$ cat config.mk
export PLATFORM = sky130hd
export DESIGN_NAME = pwmch_top
export DESIGN_NICKNAME = d
export VERILOG_FILES = /design/src/rtl/pwmch_pkg.sv /design/src/rtl/pwmch_edge_delay.sv /design/src/rtl/pwmch_timebase.sv /design/src/rtl/pwmch_compare.sv /design/src/rtl/pwmch_top.sv
export SDC_FILE = /design/constraint.sdc
export NUM_CORES = 1
export LEC_CHECK = 0
export ABC_AREA = 1
export BUFFER_PORTS_ARGS = -buffer_cell sky130_fd_sc_hd__buf_2
export CORE_ASPECT_RATIO = 1.2
export CORE_MARGIN = 4
export CORE_UTILIZATION = 45
export DETAILED_ROUTE_END_ITERATION = 8
export PLACE_DENSITY = 0.72
export SYNTH_ARGS = -nofsm -noshare
export SYNTH_HDL_FRONTEND = slang
export SYNTH_SLANG_ARGS = --single-unit
$ cat constraint.sdc
create_clock -name clk -period 6.71 [get_ports clk]
set_input_delay 0.671 -clock clk [delete_from_list [all_inputs] [get_ports clk]]
set_output_delay 0.671 -clock clk [all_outputs]
set_load 0.01 [all_outputs]
$ cat src/rtl/pwmch_pkg.sv
package pwmch_pkg;

  // Source of the outgoing sync pulse
  typedef enum logic {
    SYNC_FROM_ZERO = 1'b0,
    SYNC_PASS      = 1'b1
  } sync_src_e;

  // Index of each dead-band delay unit
  typedef enum int unsigned {
    EDGE_A = 0,
    EDGE_B = 1
  } edge_idx_e;

  localparam int unsigned NUM_EDGES = 2;

endpackage

$ cat src/rtl/pwmch_edge_delay.sv
// Delays the rising edge of a level by a programmable count; falls at once.
module pwmch_edge_delay #(
  parameter int unsigned DB_W = 8
) (
  input  logic            clk,
  input  logic            rst_n,
  input  logic            sig,
  input  logic [DB_W-1:0] dly,
  output logic            dout
);

  logic [DB_W-1:0] run_q, run_d;
  logic            out_q, out_d;

  always_comb begin
    run_d = run_q;
    out_d = out_q;
    if (!sig) begin
      run_d = '0;
      out_d = 1'b0;
    end else if (run_q >= dly) begin
      out_d = 1'b1;
    end else begin
      run_d = run_q + 1'b1;
    end
  end

  always_ff @(posedge clk or negedge rst_n) begin
    if (!rst_n) begin
      run_q <= '0;
      out_q <= 1'b0;
    end else begin
      run_q <= run_d;
      out_q <= out_d;
    end
  end

  assign dout = out_q;

endmodule

$ cat src/rtl/pwmch_timebase.sv
// Down counter with held period, phase load on sync and zero reload.
module pwmch_timebase #(
  parameter int unsigned CNT_W   = 16,
  parameter int unsigned PRD_RST = 4999,
  parameter int unsigned PHS_RST = 0
) (
  input  logic             clk,
  input  logic             rst_n,
  input  logic             prd_wr,
  input  logic [CNT_W-1:0] prd_in,
  input  logic             phs_wr,
  input  logic [CNT_W-1:0] phs_in,
  input  logic             phs_en,
  input  logic             sync_in,
  output logic [CNT_W-1:0] cnt,
  output logic             zero
);

  localparam logic [CNT_W-1:0] PRD_INIT = CNT_W'(PRD_RST);
  localparam logic [CNT_W-1:0] PHS_INIT = CNT_W'(PHS_RST);

  logic [CNT_W-1:0] cnt_q, cnt_d;
  logic [CNT_W-1:0] prd_hold_q, prd_act_q, phs_q;
  logic [CNT_W-1:0] phs_lim;
  logic             load;

  always_comb begin
    zero    = (cnt_q == '0);
    load    = phs_en & sync_in;
    phs_lim = (phs_q > prd_act_q) ? prd_act_q : phs_q;
    if (load)      cnt_d = phs_lim;
    else if (zero) cnt_d = prd_hold_q;
    else           cnt_d = cnt_q - 1'b1;
  end

  always_ff @(posedge clk or negedge rst_n) begin
    if (!rst_n) begin
      cnt_q      <= '0;
      prd_hold_q <= PRD_INIT;
      prd_act_q  <= PRD_INIT;
      phs_q      <= PHS_INIT;
    end else begin
      cnt_q <= cnt_d;
      if (prd_wr) prd_hold_q <= prd_in;
      if (zero)   prd_act_q  <= prd_hold_q;
      if (phs_wr) phs_q      <= phs_in;
    end
  end

  assign cnt = cnt_q;

endmodule

$ cat src/rtl/pwmch_compare.sv
// Shadowed compare and the zero/match action that forms the raw level.
module pwmch_compare #(
  parameter int unsigned CNT_W   = 16,
  parameter int unsigned CMP_RST = 2500
) (
  input  logic             clk,
  input  logic             rst_n,
  input  logic             cmp_wr,
  input  logic [CNT_W-1:0] cmp_in,
  input  logic [CNT_W-1:0] cnt,
  input  logic             zero,
  output logic [CNT_W-1:0] cmp_act,
  output logic             raw
);

  localparam logic [CNT_W-1:0] CMP_INIT = CNT_W'(CMP_RST);

  logic [CNT_W-1:0] shadow_q, act_q;
  logic             raw_q, raw_d;
  logic             hit;

  always_comb begin
    hit   = (cnt == act_q);
    raw_d = raw_q;
    if (zero)     raw_d = 1'b0;
    else if (hit) raw_d = 1'b1;
  end

  always_ff @(posedge clk or negedge rst_n) begin
    if (!rst_n) begin
      shadow_q <= CMP_INIT;
      act_q    <= CMP_INIT;
      raw_q    <= 1'b0;
    end else begin
      raw_q <= raw_d;
      if (cmp_wr) shadow_q <= cmp_in;
      if (zero)   act_q    <= shadow_q;
    end
  end

  assign cmp_act = act_q;
  assign raw     = raw_q;

endmodule

$ cat src/rtl/pwmch_top.sv
module pwmch_top
  import pwmch_pkg::*;
#(
  parameter int unsigned CNT_W   = 16,
  parameter int unsigned DB_W    = 8,
  parameter int unsigned PRD_RST = 4999,
  parameter int unsigned CMP_RST = 2500,
  parameter int unsigned PHS_RST = 0,
  parameter int unsigned DB_RST  = 100
) (
  input  logic             clk,
  input  logic             rst_n,
  input  logic             prd_wr,
  input  logic [CNT_W-1:0] prd_in,
  input  logic             cmp_wr,
  input  logic [CNT_W-1:0] cmp_in,
  input  logic             phs_wr,
  input  logic [CNT_W-1:0] phs_in,
  input  logic             phs_en,
  input  logic             sync_sel,
  input  logic             db_wr,
  input  logic [DB_W-1:0]  red_in,
  input  logic [DB_W-1:0]  fed_in,
  input  logic             sync_in,
  output logic             sync_out,
  output logic [CNT_W-1:0] cnt_o,
  output logic             pwm_a,
  output logic             pwm_b
);

  localparam logic [DB_W-1:0] DB_INIT = DB_W'(DB_RST);

  // Reset release synchronizer
  logic rs_q1, rs_q2, srst_n;

  always_ff @(posedge clk or negedge rst_n) begin
    if (!rst_n) begin
      rs_q1 <= 1'b0;
      rs_q2 <= 1'b0;
    end else begin
      rs_q1 <= 1'b1;
      rs_q2 <= rs_q1;
    end
  end

  assign srst_n = rs_q2;

  logic             zero_evt;
  logic [CNT_W-1:0] cmp_act;
  logic             raw_pwm;

  pwmch_timebase #(
    .CNT_W   (CNT_W),
    .PRD_RST (PRD_RST),
    .PHS_RST (PHS_RST)
  ) u_tb (
    .clk     (clk),
    .rst_n   (srst_n),
    .prd_wr  (prd_wr),
    .prd_in  (prd_in),
    .phs_wr  (phs_wr),
    .phs_in  (phs_in),
    .phs_en  (phs_en),
    .sync_in (sync_in),
    .cnt     (cnt_o),
    .zero    (zero_evt)
  );

  pwmch_compare #(
    .CNT_W   (CNT_W),
    .CMP_RST (CMP_RST)
  ) u_cmp (
    .clk     (clk),
    .rst_n   (srst_n),
    .cmp_wr  (cmp_wr),
    .cmp_in  (cmp_in),
    .cnt     (cnt_o),
    .zero    (zero_evt),
    .cmp_act (cmp_act),
    .raw     (raw_pwm)
  );

  // Sync routing
  sync_src_e sync_src;
  assign sync_src = sync_src_e'(sync_sel);

  always_comb begin
    case (sync_src)
      SYNC_PASS: sync_out = sync_in;
      default:   sync_out = zero_evt;
    endcase
  end

  // Dead-band delays, one per output edge
  logic [NUM_EDGES-1:0][DB_W-1:0] dly_q;
  logic [NUM_EDGES-1:0]           db_src;
  logic [NUM_EDGES-1:0]           db_out;

  always_ff @(posedge clk or negedge srst_n) begin
    if (!srst_n) begin
      dly_q[EDGE_A] <= DB_INIT;
      dly_q[EDGE_B] <= DB_INIT;
    end else if (db_wr) begin
      dly_q[EDGE_A] <= red_in;
      dly_q[EDGE_B] <= fed_in;
    end
  end

  assign db_src[EDGE_A] = raw_pwm;
  assign db_src[EDGE_B] = ~raw_pwm;

  for (genvar g = 0; g < NUM_EDGES; g++) begin : g_edge
    pwmch_edge_delay #(
      .DB_W (DB_W)
    ) u_dly (
      .clk   (clk),
      .rst_n (srst_n),
      .sig   (db_src[g]),
      .dly   (dly_q[g]),
      .dout  (db_out[g])
    );
  end

  assign pwm_a = db_out[EDGE_A];
  assign pwm_b = db_out[EDGE_B];

endmodule

== After elaboration in Yosys (flattened, before gate mapping) ==
Cells that the tools add are included.

* Bits in registers: 133
* Bits of input ports: 73
* Output and inout port bits: 19
* Word-level logic and storage cells: 43

* Add/subtract/negate cells: 3
* $lt $le $gt $ge: 3
* Eq/ne operators: 4
* Muxes and demuxes: 14
* Bitwise gates (word level): 1
* Reductions and logical operators: 3

{| class="wikitable"
|+ Operators by type and width
! kind !! number
|-
| $mux W16 || 3
|-
| $mux W8 || 4
|-
| $add A8 B1 Y8 const B || 2
|-
| $eq A16 B16 Y1 || 1
|-
| $ge A8 B8 Y1 || 2
|-
| $gt A16 B16 Y1 || 1
|-
| $logic_not A16 Y1 || 1
|-
| $sub A16 B1 Y16 const B || 1
|-
| $mux W1 || 7
|-
| $ne A2 B2 Y1 const B || 2
|-
| $reduce_bool A2 Y1 || 2
|-
| $ne A2 B1 Y1 const B || 1
|-
| $and A1 B1 Y1 || 1
|}

== Depth between registers and ports, before layout ==
* Word-level depth: 3
* Mapped depth: 16

== Cells and area by module ==
From an unflattened synthesis, not the netlist that was laid out.

* Cell total of the unflattened synthesis: 944
* Area total of the unflattened synthesis: 7542.2 um^2

{| class="wikitable"
|+ By module, submodules not included
! module !! instances !! cells an instance !! area each (um^2)
|-
| pwmch_timebase || 1 || 457 || 3634.7
|-
| pwmch_compare || 1 || 183 || 1601.5
|-
| pwmch_edge_delay || 2 || 114 || 790.8
|-
| pwmch_top || 1 || 76 || 724.4
|}

== Least setup slack after synthesis ==
OpenSTA, ideal clock, no wires.

* Path kind: reg-to-output
* Start point: register u_tb.cnt_q[0] (netlist: u_tb.cnt[0])
* End point: output sync_out
* Arrival time: 1.500 ns
* Required time: 6.039 ns
* Slack: 4.539 ns
* Stages on the path, launching flop included: 9
* Buffers on the path: 2
* Path through: dfrtp_1 inv_1 ha_1 nand2_2 nor2_2 nand2_2 buf_6 buf_6 o21ai_1

* Longest elaborated chain between the ends: 2

{| class="wikitable"
|+ RTL lines
! what !! line !! RTL
|-
| start: declaration || pwmch_timebase.sv:22 || <nowiki>logic [CNT_W-1:0] cnt_q, cnt_d;</nowiki>
|-
| start signal: assignment || pwmch_timebase.sv:43 || <nowiki>cnt_q <= cnt_d;</nowiki>
|-
| $logic_not A16 Y1 || pwmch_timebase.sv:28 || <nowiki>zero = (cnt_q == '0);</nowiki>
|-
| $mux W1 || pwmch_top.sv:88 || <nowiki>case (sync_src)</nowiki>
|-
| end: declaration || pwmch_top.sv:25 || <nowiki>output logic sync_out,</nowiki>
|}

Every way passes these cells.

== Final worst setup path ==
Same ends and word-level chain as after synthesis.

==> qor.csv <==
stage,metric,value,unit
floorplan,start_util,46.29,%
route,wl_met3,722,um
logic_synthesis,async_flop_share,100.0,%
final_layout,drive_above_1_share,21.32,%
route,via_per_inst,4.903,
place,port_buffers,91,
final_layout,synthToLayoutAreaGrowth,16.72,%
route,wl_per_cell,13.64,um
global_routing,grt_pass1_vias,5552,
worst_setup_path,cp.required,6.04,ns
worst_setup_path,path_class,reg2out,
worst_setup_path,max_stage_delay,0.48,ns
sta,finalSetupViolCount,0,
clocking,cts_setup_buffers,0,
clocking,cts_tree,built,
worst_setup_path,crit_buf_inv,2,
logic_synthesis,synth.area.top_cells,"dfrtp_1, nand2_1, dfstp_2",
logic_synthesis,mappedNetlistArea,6982,um^2
route,drtIter0Drc,264,
global_routing,track_usage,18.88,%
logic_synthesis,ys_warn_count,0,
route,wl_met1,6506,um
final_layout,final_nets,1019,
worst_setup_path,cpMostUsedCell,nand2_2,
route,first_pass_iters,5,
pwr,intPower,1852,uW
worst_setup_path,ff2ff_path_depth,9,
sta,finalHoldViolCount,0,
clocking,cts-resized-gates,0,
pwr,seq_power_share,39.6,%
logic_synthesis,ys.flop_type,dfrtp_1,
route,drcViolationCount,0,
clocking,cts_sinks,133,
worst_setup_path,crit_family,simple AND/OR/NAND/NOR gates,
pwr,combinationalPowerShare,26.5,%
sta,rsz0062_at_grt,false,
floorplan,rows,49,
route,dr_wl_met2,7738,um
floorplan,die_h,144.4,um
logic_synthesis,synth_cells,826,
floorplan,io_pins,92,
clocking,htree_num_levels,4,
worst_setup_path,cp_slowest_cell,nand2_2,
logic_synthesis,yosys.area.top_type_share,36.92,%
route,highest_layer,met4,
sta,worstMarginPinSlew,0.8618,ns
sta,slew_viol_final,0,
clocking,clk_latency,0.43,ns
worst_setup_path,worst-path-max-fanout,47,
place,dp_hpwl,11370,um
worst_hold_path,hp-class,in2async,
route,wirelength,15390,um
floorplan,dieArea,17580,um^2
logic_synthesis,ys_seq_elements,133,
pwr,ir_drop,0.1913,mV
sta,fin_crit_sh,46.08,%
clocking,clk_pin_slew,0.06,ns
logic_synthesis,synth_edf_count,0,
clocking,cts_buffers,17,
clocking,clockRootBuffer,clkbuf_16,
logic_synthesis,synth_area_per_cell,8.452,um^2
sta,max_slew_margin,42.55,%
outcome,outcome,"finished, final reports clean",
sta,clock_skew,0.01606,ns
global_routing,antenna_found_initial,0,
place,routabilityCongestion,0.8566,
global_routing,gr-total-overflow,0,
worst_setup_path,reg2reg_to,u_tb.cnt[5],
worst_setup_path,crit_chain,inv_1 -> ha_1 -> nand2_2 -> nor2_2 -> nand2_2 -> o21ai_1 -> buf_2,
route,ant_nets,0,
logic_synthesis,syn-num-nets,934,
route,vias,5531,
flow_run,cap_violations,0,
floorplan,die_w,121.7,um
place,dpl_worst_slack,4.116,ns
worst_setup_path,cp_data_arrival_time,2.42,ns
clocking,clock_path_buffers,2,
sta,timing.fmax,0.3235,GHz
worst_setup_path,startpoint_type,flip-flop,
worst_setup_path,reg2reg_slack,4.47,ns
global_routing,grt_max_degree,70,
logic_synthesis,synth_cell_types,37,
pwr,power_frac_clock,33.9,%
final_layout,n_antenna_cell,0,
floorplan,core_area,15080,um^2
sta,finalWorstSetupSlack,3.618,ns
pwr,p_leak,0.004188,uW
pwr,p_switching,918.8,uW
worst_setup_path,worstSetupEndpointType,output pin,
global_routing,grt_pass1_wl,26050,um
worst_setup_path,r2r_start,u_tb.prd_act_q[9],
pwr,powerDensity,340.0,nW/um^2
clocking,cts_hold_buf,0,
sta,tns,0,ns
logic_synthesis,synth_top_area_cell,dfrtp_1,
sta,fin_crit,3.092,ns
logic_synthesis,synth_seq_area_share,48.21,%
pwr,p_sw_share,33.16,%
[how the worst max path moves through the flow]
stage / from / endpoint / slack, ns / depth (start not counted)
2_1_floorplan: rs_q2 / dly_q[0] / 2.78 / 0
3_3_place_gp: u_tb.cnt[0] / sync_out / 4.17 / 7
3_5_place_dp: u_tb.cnt[0] / sync_out / 4.12 / 7
4_1_cts: u_tb.cnt[0] / sync_out / 3.63 / 7
5_1_grt: u_tb.cnt[0] / sync_out / 3.38 / 7
6_report: u_tb.cnt[0] / sync_out / 3.62 / 7
[synthesized netlist by cell type, types with 15 or more instances]
| library cell | count |
|---|---|
| nor2_1 | 43 |
| a21oi_1 | 15 |
| o21ai_0 | 89 |
| ha_1 | 35 |
| clkbuf_1 | 15 |
| dfstp_2 | 30 |
| mux2_2 | 15 |
| inv_1 | 102 |
| nand3_1 | 58 |
| nand2_1 | 223 |
| xor2_1 | 17 |
| dfrtp_1 | 103 |
[state kept, by name, summed over array words and instances (netlist names)]
name	cells
dly_q	16
g_edge.u_dly.run_q	16
u_cmp.cmp_act	16
u_cmp.shadow_q	16
u_tb.cnt	16
u_tb.phs_q	16
u_tb.prd_act_q	16
u_tb.prd_hold_q	16
g_edge.u_dly.dout	2
rs_q1	1
rs_q2	1
u_cmp.raw	1
[per-stage QoR]
| stage | power, uW | util, % | std cells | hold slack [ns] | cell area, um^2 |
|---|---|---|---|---|---|
| 4_1_cts | 2803 | 54.03 | 1128 | 0.003812 | 8149 |
| 6_report | 2771 | 54.03 | 1128 | 0.01218 | 8149 |
| 3_5_place_dp | 1847 | 50.07 | 1096 | 0.3420 | 7552 |
| 3_3_place_gp | 1825 | 50.07 | 1096 | 0.3377 | 7552 |
| 5_1_grt | 2973 | 54.03 | 1128 | 0.001016 | 8149 |
| 2_1_floorplan | 1624 | - | 826 | 0.3312 | 6982 |
[worst reg2reg max path, cell delays in order (launching register included)]
cell and delay [ns]:
dfstp_2 0.53, inv_1 0.06, ha_1 0.29, nand4_1 0.10, nor3_2 0.19, nand3_2 0.35, nand2_4 0.30, nand2_1 0.08
nand3_1 0.10, nand2_1 0.12
[cells in the final DEF, fill, tap and decap left out, drive strengths merged, types with 3 or more instances in the layout]
master	count
nand2	231
inv	104
dfrtp	103
o21ai	99
buf	92
nand3	60
nor2	53
ha	35
dfstp	30
clkbuf	23
xor2	17
a21oi	15
mux2	15
xnor2	11
nor3	8
nand4	8
or2	4
clkinv	4
bufinv	3
[logic make-up (layout without fill, tap and decap cells)]
group,after synthesis,in the layout,synth area share [%]
adder cells (fa/ha/maj),35,35,6.272
multiplexers,15,15,2.419
flip-flops,133,133,48.21
AND/OR/NAND/NOR,364,364,22.78
other,1,1,0.05371
buffers and inverters,130,228,7.796
XOR/XNOR,28,28,3.512
AO/OA/AOI/OAI,120,120,8.961
[power groups by stage]
stage | registers [uW] | clock network [uW] | logic, uW
finish | 1100 | 940 | 734
global route | 1120 | 1000 | 852
CTS | 1100 | 960 | 745
detailed placement | 1110 | 0 | 737
global placement | 1100 | 0 | 723
floorplan | 1100 | 0 | 521
[metal layers]
layer	up-vias	GRT usage (%)
li1	2814	-
met2	109	32.58
met1	2577	22.12
met3	31	4.577
met5	-	0
met4	0	9.027
[cell type report]
| cell class | count | area (um^2) |
|---|---|---|
| inverters | 104 | 392.9 |
| well taps | 204 | 255.2 |
| flip-flops and latches | 133 | 3369 |
| multi-input cells | 563 | 3072 |
| clock buffers | 23 | 467.9 |
| clock inverters | 9 | 128.9 |
| repair buffers | 92 | 462.9 |
| fillers | 1455 | 6933 |
No activity file was read; power rests on OpenSTA's default activity.
